`config.mk`:
```
export PLATFORM = sky130hd
export DESIGN_NAME = strobe_seq
export DESIGN_NICKNAME = d
export VERILOG_FILES = /design/src/rtl/strobe_seq_pkg.sv /design/src/rtl/strobe_seq_win.sv /design/src/rtl/strobe_seq_ctl.sv /design/src/rtl/strobe_seq.sv
export SDC_FILE = /design/constraint.sdc
export NUM_CORES = 1
export LEC_CHECK = 0
export CAP_MARGIN = 20
export CORE_UTILIZATION = 47
export CTS_BUF_LIST = sky130_fd_sc_hd__clkbuf_16
export CTS_CLUSTER_DIAMETER = 100
export DETAILED_ROUTE_END_ITERATION = 8
export PLACE_DENSITY_LB_ADDON = 0.12
export SETUP_SLACK_MARGIN = 0.1
export SYNTH_ARGS = -nofsm -noshare
export SYNTH_HDL_FRONTEND = slang
export SYNTH_SLANG_ARGS = --single-unit
```
`constraint.sdc`:
```
create_clock -name clk -period 5.7 [get_ports clk]
set_input_delay 1.14 -clock clk [delete_from_list [all_inputs] [get_ports clk]]
set_output_delay 1.14 -clock clk [all_outputs]
set_load 0.05 [all_outputs]
```
`src/rtl/strobe_seq_pkg.sv`:
```
package strobe_seq_pkg;

    typedef enum logic [1:0] {
        ST_IDLE   = 2'd0,
        ST_ACCESS = 2'd1
    } seq_state_e;

    // strobe lane numbering, also the bit order of the half-cycle retime vector
    localparam int SB_CS  = 0;
    localparam int SB_ADV = 1;
    localparam int SB_WE  = 2;
    localparam int SB_OE  = 3;
    localparam int NUM_SB = 4;

endpackage

```
`src/rtl/strobe_seq_win.sv`:
```
module strobe_seq_win #(
    parameter int CNT_W = 5
) (
    input  logic             clk,
    input  logic             rst_n,
    input  logic             busy,
    input  logic [CNT_W:0]   tick,
    input  logic [CNT_W-1:0] on_t,
    input  logic [CNT_W-1:0] off_t,
    input  logic             dbl,
    input  logic             half,
    output logic             strobe_n
);
    localparam int SW = CNT_W + 1;

    logic [SW-1:0] on_s;
    logic [SW-1:0] off_s;
    logic          win;
    logic          win_neg;

    assign on_s  = dbl ? {on_t, 1'b0}  : {1'b0, on_t};
    assign off_s = dbl ? {off_t, 1'b0} : {1'b0, off_t};
    assign win   = busy && (tick >= on_s) && (tick < off_s);

    // falling-edge copy gives the half-period later version
    always_ff @(negedge clk or negedge rst_n) begin
        if (!rst_n) win_neg <= 1'b0;
        else        win_neg <= win;
    end

    assign strobe_n = half ? ~win_neg : ~win;
endmodule

```
`src/rtl/strobe_seq_ctl.sv`:
```
module strobe_seq_ctl
    import strobe_seq_pkg::*;
#(
    parameter int CNT_W  = 5,
    parameter int CS_W   = 2,
    parameter int ADDR_W = 16,
    parameter int DATA_W = 16
) (
    input  logic              clk,
    input  logic              rst_n,
    input  logic              req_valid,
    output logic              req_ready,
    input  logic              req_write,
    input  logic [CS_W-1:0]   req_cs,
    input  logic [ADDR_W-1:0] req_addr,
    input  logic [DATA_W-1:0] req_wdata,
    input  logic [CNT_W-1:0]  rd_len,
    input  logic [CNT_W-1:0]  wr_len,
    input  logic [CNT_W-1:0]  acc_time,
    input  logic [CNT_W-1:0]  turn_len,
    input  logic [CNT_W-1:0]  gap_len,
    input  logic              gap_same_en,
    input  logic              gap_diff_en,
    input  logic              tm_x2,
    input  logic [DATA_W-1:0] mem_rdata,
    output logic              busy,
    output logic [CNT_W:0]    tick,
    output logic              cur_write,
    output logic [CS_W-1:0]   cur_cs,
    output logic [ADDR_W-1:0] cur_addr,
    output logic [DATA_W-1:0] cur_wdata,
    output logic              done,
    output logic [DATA_W-1:0] rdata
);
    localparam int SW = CNT_W + 1;
    localparam int IW = CNT_W + 2;

    function automatic logic [SW-1:0] scl(input logic [CNT_W-1:0] v, input logic d);
        return d ? {v, 1'b0} : {1'b0, v};
    endfunction

    seq_state_e    state_q, state_d;
    logic [SW-1:0] tick_q;
    logic [IW-1:0] idle_q;
    logic [SW-1:0] len_s, last_s, acc_s, cap_s;
    logic          gap_on;
    logic [IW-1:0] need;
    logic          accept, finish;

    assign len_s  = scl(cur_write ? wr_len : rd_len, tm_x2);
    assign last_s = (len_s == '0) ? '0 : len_s - 1'b1;
    assign acc_s  = scl(acc_time, tm_x2);
    assign cap_s  = (acc_s > last_s) ? last_s : acc_s;

    assign gap_on = (req_cs == cur_cs) ? gap_same_en : gap_diff_en;
    assign need   = {1'b0, scl(turn_len, tm_x2)} + (gap_on ? {1'b0, scl(gap_len, tm_x2)} : '0);

    assign req_ready = (state_q == ST_IDLE) && (idle_q >= need);
    assign accept    = req_valid && req_ready;
    assign finish    = (state_q == ST_ACCESS) && (tick_q == last_s);

    always_comb begin
        state_d = state_q;
        unique case (state_q)
            ST_IDLE:   if (accept) state_d = ST_ACCESS;
            ST_ACCESS: if (finish) state_d = ST_IDLE;
            default:   state_d = ST_IDLE;
        endcase
    end

    always_ff @(posedge clk or negedge rst_n) begin
        if (!rst_n) state_q <= ST_IDLE;
        else        state_q <= state_d;
    end

    always_ff @(posedge clk or negedge rst_n) begin
        if (!rst_n) begin
            tick_q    <= '0;
            idle_q    <= '1;
            cur_write <= 1'b0;
            cur_cs    <= '0;
            cur_addr  <= '0;
            cur_wdata <= '0;
            done      <= 1'b0;
            rdata     <= '0;
        end else begin
            done <= finish;
            if (accept) begin
                tick_q    <= '0;
                cur_write <= req_write;
                cur_cs    <= req_cs;
                cur_addr  <= req_addr;
                cur_wdata <= req_wdata;
            end else if (state_q == ST_ACCESS) begin
                tick_q <= tick_q + 1'b1;
            end
            if (finish)                                   idle_q <= '0;
            else if (state_q == ST_IDLE && idle_q != '1)  idle_q <= idle_q + 1'b1;
            if (state_q == ST_ACCESS && !cur_write && tick_q == cap_s)
                rdata <= mem_rdata;
        end
    end

    assign busy = (state_q == ST_ACCESS);
    assign tick = tick_q;
endmodule

```
`src/rtl/strobe_seq.sv`:
```
module strobe_seq
    import strobe_seq_pkg::*;
#(
    parameter int NCS    = 4,
    parameter int CNT_W  = 5,
    parameter int ADDR_W = 16,
    parameter int DATA_W = 16,
    localparam int CS_W  = (NCS > 1) ? $clog2(NCS) : 1
) (
    input  logic              clk,
    input  logic              rst_n,
    input  logic              req_valid,
    output logic              req_ready,
    input  logic              req_write,
    input  logic [CS_W-1:0]   req_cs,
    input  logic [ADDR_W-1:0] req_addr,
    input  logic [DATA_W-1:0] req_wdata,
    output logic              done,
    output logic [DATA_W-1:0] rdata,
    input  logic [CNT_W-1:0]  cs_on,
    input  logic [CNT_W-1:0]  cs_off_rd,
    input  logic [CNT_W-1:0]  cs_off_wr,
    input  logic [CNT_W-1:0]  adv_on,
    input  logic [CNT_W-1:0]  adv_off_rd,
    input  logic [CNT_W-1:0]  adv_off_wr,
    input  logic [CNT_W-1:0]  we_on,
    input  logic [CNT_W-1:0]  we_off,
    input  logic [CNT_W-1:0]  oe_on,
    input  logic [CNT_W-1:0]  oe_off,
    input  logic [CNT_W-1:0]  acc_time,
    input  logic [CNT_W-1:0]  rd_len,
    input  logic [CNT_W-1:0]  wr_len,
    input  logic [CNT_W-1:0]  turn_len,
    input  logic [CNT_W-1:0]  gap_len,
    input  logic              gap_same_en,
    input  logic              gap_diff_en,
    input  logic [3:0]        half_dly,
    input  logic              tm_x2,
    output logic [NCS-1:0]    mem_cs_n,
    output logic              mem_adv_n,
    output logic              mem_we_n,
    output logic              mem_oe_n,
    output logic [ADDR_W-1:0] mem_addr,
    output logic [DATA_W-1:0] mem_wdata,
    input  logic [DATA_W-1:0] mem_rdata
);
    logic              busy;
    logic [CNT_W:0]    tick;
    logic              cur_write;
    logic [CS_W-1:0]   cur_cs;
    logic [CNT_W-1:0]  on_a  [NUM_SB];
    logic [CNT_W-1:0]  off_a [NUM_SB];
    logic [NUM_SB-1:0] sb_n;

    strobe_seq_ctl #(
        .CNT_W(CNT_W), .CS_W(CS_W), .ADDR_W(ADDR_W), .DATA_W(DATA_W)
    ) u_ctl (
        .clk(clk), .rst_n(rst_n),
        .req_valid(req_valid), .req_ready(req_ready), .req_write(req_write),
        .req_cs(req_cs), .req_addr(req_addr), .req_wdata(req_wdata),
        .rd_len(rd_len), .wr_len(wr_len), .acc_time(acc_time),
        .turn_len(turn_len), .gap_len(gap_len),
        .gap_same_en(gap_same_en), .gap_diff_en(gap_diff_en), .tm_x2(tm_x2),
        .mem_rdata(mem_rdata),
        .busy(busy), .tick(tick), .cur_write(cur_write), .cur_cs(cur_cs),
        .cur_addr(mem_addr), .cur_wdata(mem_wdata), .done(done), .rdata(rdata)
    );

    assign on_a[SB_CS]   = cs_on;
    assign off_a[SB_CS]  = cur_write ? cs_off_wr : cs_off_rd;
    assign on_a[SB_ADV]  = adv_on;
    assign off_a[SB_ADV] = cur_write ? adv_off_wr : adv_off_rd;
    assign on_a[SB_WE]   = we_on;
    assign off_a[SB_WE]  = we_off;
    assign on_a[SB_OE]   = oe_on;
    assign off_a[SB_OE]  = oe_off;

    for (genvar g = 0; g < NUM_SB; g++) begin : g_sb
        strobe_seq_win #(.CNT_W(CNT_W)) u_win (
            .clk(clk), .rst_n(rst_n), .busy(busy), .tick(tick),
            .on_t(on_a[g]), .off_t(off_a[g]), .dbl(tm_x2),
            .half(half_dly[g]), .strobe_n(sb_n[g])
        );
    end

    for (genvar c = 0; c < NCS; c++) begin : g_cs
        assign mem_cs_n[c] = (cur_cs == CS_W'(c)) ? sb_n[SB_CS] : 1'b1;
    end

    assign mem_adv_n = sb_n[SB_ADV];
    assign mem_we_n  = sb_n[SB_WE];
    assign mem_oe_n  = sb_n[SB_OE];
endmodule

```
==> results.toml <==
[status]
status = "finished clean"

[detailed_routing]
ant_nets = 0
wire_per_inst_um = 17.04
drtIter0Drc = 179
vias = 5016
routed_wl_um = 15360
firstDrtPassIters = 4
via_per_inst = 5.567
drc = 0

[timing]
grt_setup_unrepaired = "yes"
tns_ps = 0
slew_headroom_pct = 47.31
maxSlewViolCount = 0
hold_viol_final = 0
setup_slack_ps = 179.9
setup_violations = 0
fin_crit_ps = 5520
fin_worst_skew_ps = 12.22
fin_crit_sh_pct = 96.84
worst_pin_slew_ps = 790.4
hold_slack_ps = 508.0
fmax_ghz = 0.1812

[worst_hold_path]
whs_endpoint = "u_ctl.cur_wdata[11]$_DFFE_PN0P_"
holdCritStartpoint = "u_ctl.cur_wdata[11]$_DFFE_PN0P_"
hold_class = "reg -> reg"
holdPathStages = 1

[floorplanning]
rows = 40
die_w_um = 113.0
start_util_pct = 48.21
core_um2 = 12010
die_y_um = 113.0
fp.dieArea_um2 = 12770
ios = 193

[synth]
synth_top_cell_area_share_pct = 25.50
synth_edf_count = 0
ys_top_cells_by_area = "dfrtp_1 25%, ha_1 14%, mux2_2 11%"
synth_top_area_cell = "dfrtp_1"
postSynthCellCount = 545
yosysWarnings = 0
ys_ff_latch = 70
synthTopCellsByCount = "66 x ha_1, 59 x dfrtp_1, 56 x mux2_2, 40 x mux2i_1, 30 x nand2_1"
syn_avg_cell_area_um2 = 10.62
ys_types = 64
syn_nets = 748
synth.most_common_cell = "ha_1"
ys_async_sr_fraction_pct = 100.0
syn-cell-area_um2 = 5791
synthFlopType = "dfrtp_1"
synth-seq-area-share_pct = 30.40

[global_routing]
grt_pass1_vias = 5335
grt_max_degree = 65
grt_use_total_pct = 24.92
grt_first_pass_wirelength_um = 25280
antenna_found_initial = 0
grt-ovfl-total = 0

[placement]
pre_cts_slack_ps = -287.6
dpl_cell_area_um2 = 7940
hpwl_um = 11690
dp.cells = 882
gp_congestion = 0.8722
io_buffers = 192

[finish]
area_delta_synth_final_pct = 45.07
layout-drive-gt1-share_pct = 20.69
layout.nets = 952
fin_util_pct = 69.94
instances_no_fill = 901
final_cell_area_um2 = 8401
antennaDiodeCount = 0

[worst_setup_path]
worstSetupPathType = "in -> out"
cp_max_fo = 2
end_kind = "output pin"
rrSetupSlack_ps = 630
cp-start-kind = "input pin"
critical_path_arrival_ps = 4380
crit_required_ps = 4560
r2r-start = "u_ctl.tick[1]$_DFFE_PN0P_"
r2r_end = "g_sb[2].u_win.win_neg$_DFF_NN0_"
r2r_cells = 7

[clock_network]
cts_tree = "yes"
path_clk_slew_ps = 60
clockBufferDepth = 2
root_buffer = "clkbuf_16"
clock-sinks = 70
clk_latency_ps = 330
cts.htree.levels = 3
numCtsBuffers = 9

[power_and_ir_drop]
power_density_nw_per_um2 = 506.4
total_power_mw = 4.254
leakagePower_nw = 3.847
vdd_drop_max_uv = 392.0

[run]
drv_cap = 0
[power by group]
group / leakage (nW) / internal, mW / switching (mW)
Sequential: 0.850 / 0.744 / 0.252
Combinational: 2.82 / 1.16 / 1.43
Clock: 0.173 / 0.435 / 0.230
[worst max-delay path, cell delays in order]
cell             delay [ps]
clkdlybuf4s50_1         430
xor2_1                  160
nor2_2                  210
mux2i_2                 260
nor3b_1                  90
ha_2                    190
fa_1                    480
inv_1                    40
ha_1                    260
a21o_1                  150
a21o_1                  160
a21o_1                  180
a21oi_2                 160
o21bai_1                 70
a21oi_1                 140
nor2_1                   80
buf_6                   190
[timing repair]
item                                    CTS  global route
setup buffers                             0             3
resized for setup                        10            18
pin swaps                                 3            15
endpoints found under the hold margin     0             0
endpoints found under the setup margin    6             4
hold buffers                              0             0
[final cells by class]
cell class	count	area (um2)
fill	915	3611
multi-input combinational	428	3897
inverter	24	90.09
clock buffer	9	225.2
timing repair buffer	216	2116
clock inverter	7	127.6
sequential	70	1760
tap	147	183.9
[how the worst max path moves through the flow]
stage               startpoint                               to  slack [ps]  cells after the start
floorplan                tm_x2  g_sb[2].u_win.win_neg$_DFF_NN0_        -200                     13
global placement      we_on[0]  g_sb[2].u_win.win_neg$_DFF_NN0_        -220                     10
detailed placement    we_on[0]  g_sb[2].u_win.win_neg$_DFF_NN0_        -290                     10
CTS                  adv_on[0]  g_sb[1].u_win.win_neg$_DFF_NN0_         100                     10
global route         req_cs[1]                        req_ready          60                     17
finish               req_cs[1]                        req_ready         180                     17
[logic make-up (layout without fill, tap and decap cells)]
group	count (synthesis)	after routing	share of synthesized area, %
and+or+nand+nor	131	131	11.84
muxes	117	117	24.68
AOI/OAI and AO/OA	92	92	11.47
DFF	70	70	30.40
adders and majority gates	67	67	14.61
buffers and inverters	47	256	3.825
xor gates and xnor gates	21	21	3.176
[per-layer routing]
layer  global-route usage [%]  vias to the layer above  routed length [um]
li1                         -                     2419                   -
met2                    42.47                      163                7531
met5                        0                        -                   0
met3                    8.034                       16                1201
met1                    29.90                     2418                6424
met4                    8.070                        0                 199
[registers in the layout, summed over array words and instances, names as in the netlist]
register	cells
u_ctl.idle_q	7
u_ctl.rdata	16
u_ctl.cur_addr	16
u_ctl.cur_write	1
u_ctl.cur_cs	2
u_ctl.tick	6
g_sb.u_win.win_neg	4
u_ctl.state_q	1
u_ctl.done	1
u_ctl.cur_wdata	16
[cell usage in the layout, fill, tap and decap left out, types with 4 or more instances in the layout]
cell type,n
nand4_1,7
nand2b_1,11
o21a_1,6
o21ai_0,12
a21boi_0,4
clkbuf_16,9
mux4_2,11
clkdlybuf4s50_1,173
a21o_1,21
a21oi_1,15
nand3_1,10
nor2_1,26
mux2_4,10
and3_1,4
buf_4,28
inv_1,24
and2_1,4
nand2_1,29
nor2b_1,7
dfrtp_1,59
dfstp_2,7
dfrtn_1,4
nor3_1,7
xor2_1,10
a21oi_2,5
xnor2_1,11
mux2_2,56
dlymetal6s2s_1,7
dlygate4sd2_1,5
mux2i_1,39
ha_1,65
Power figures use the tool's default switching activity.
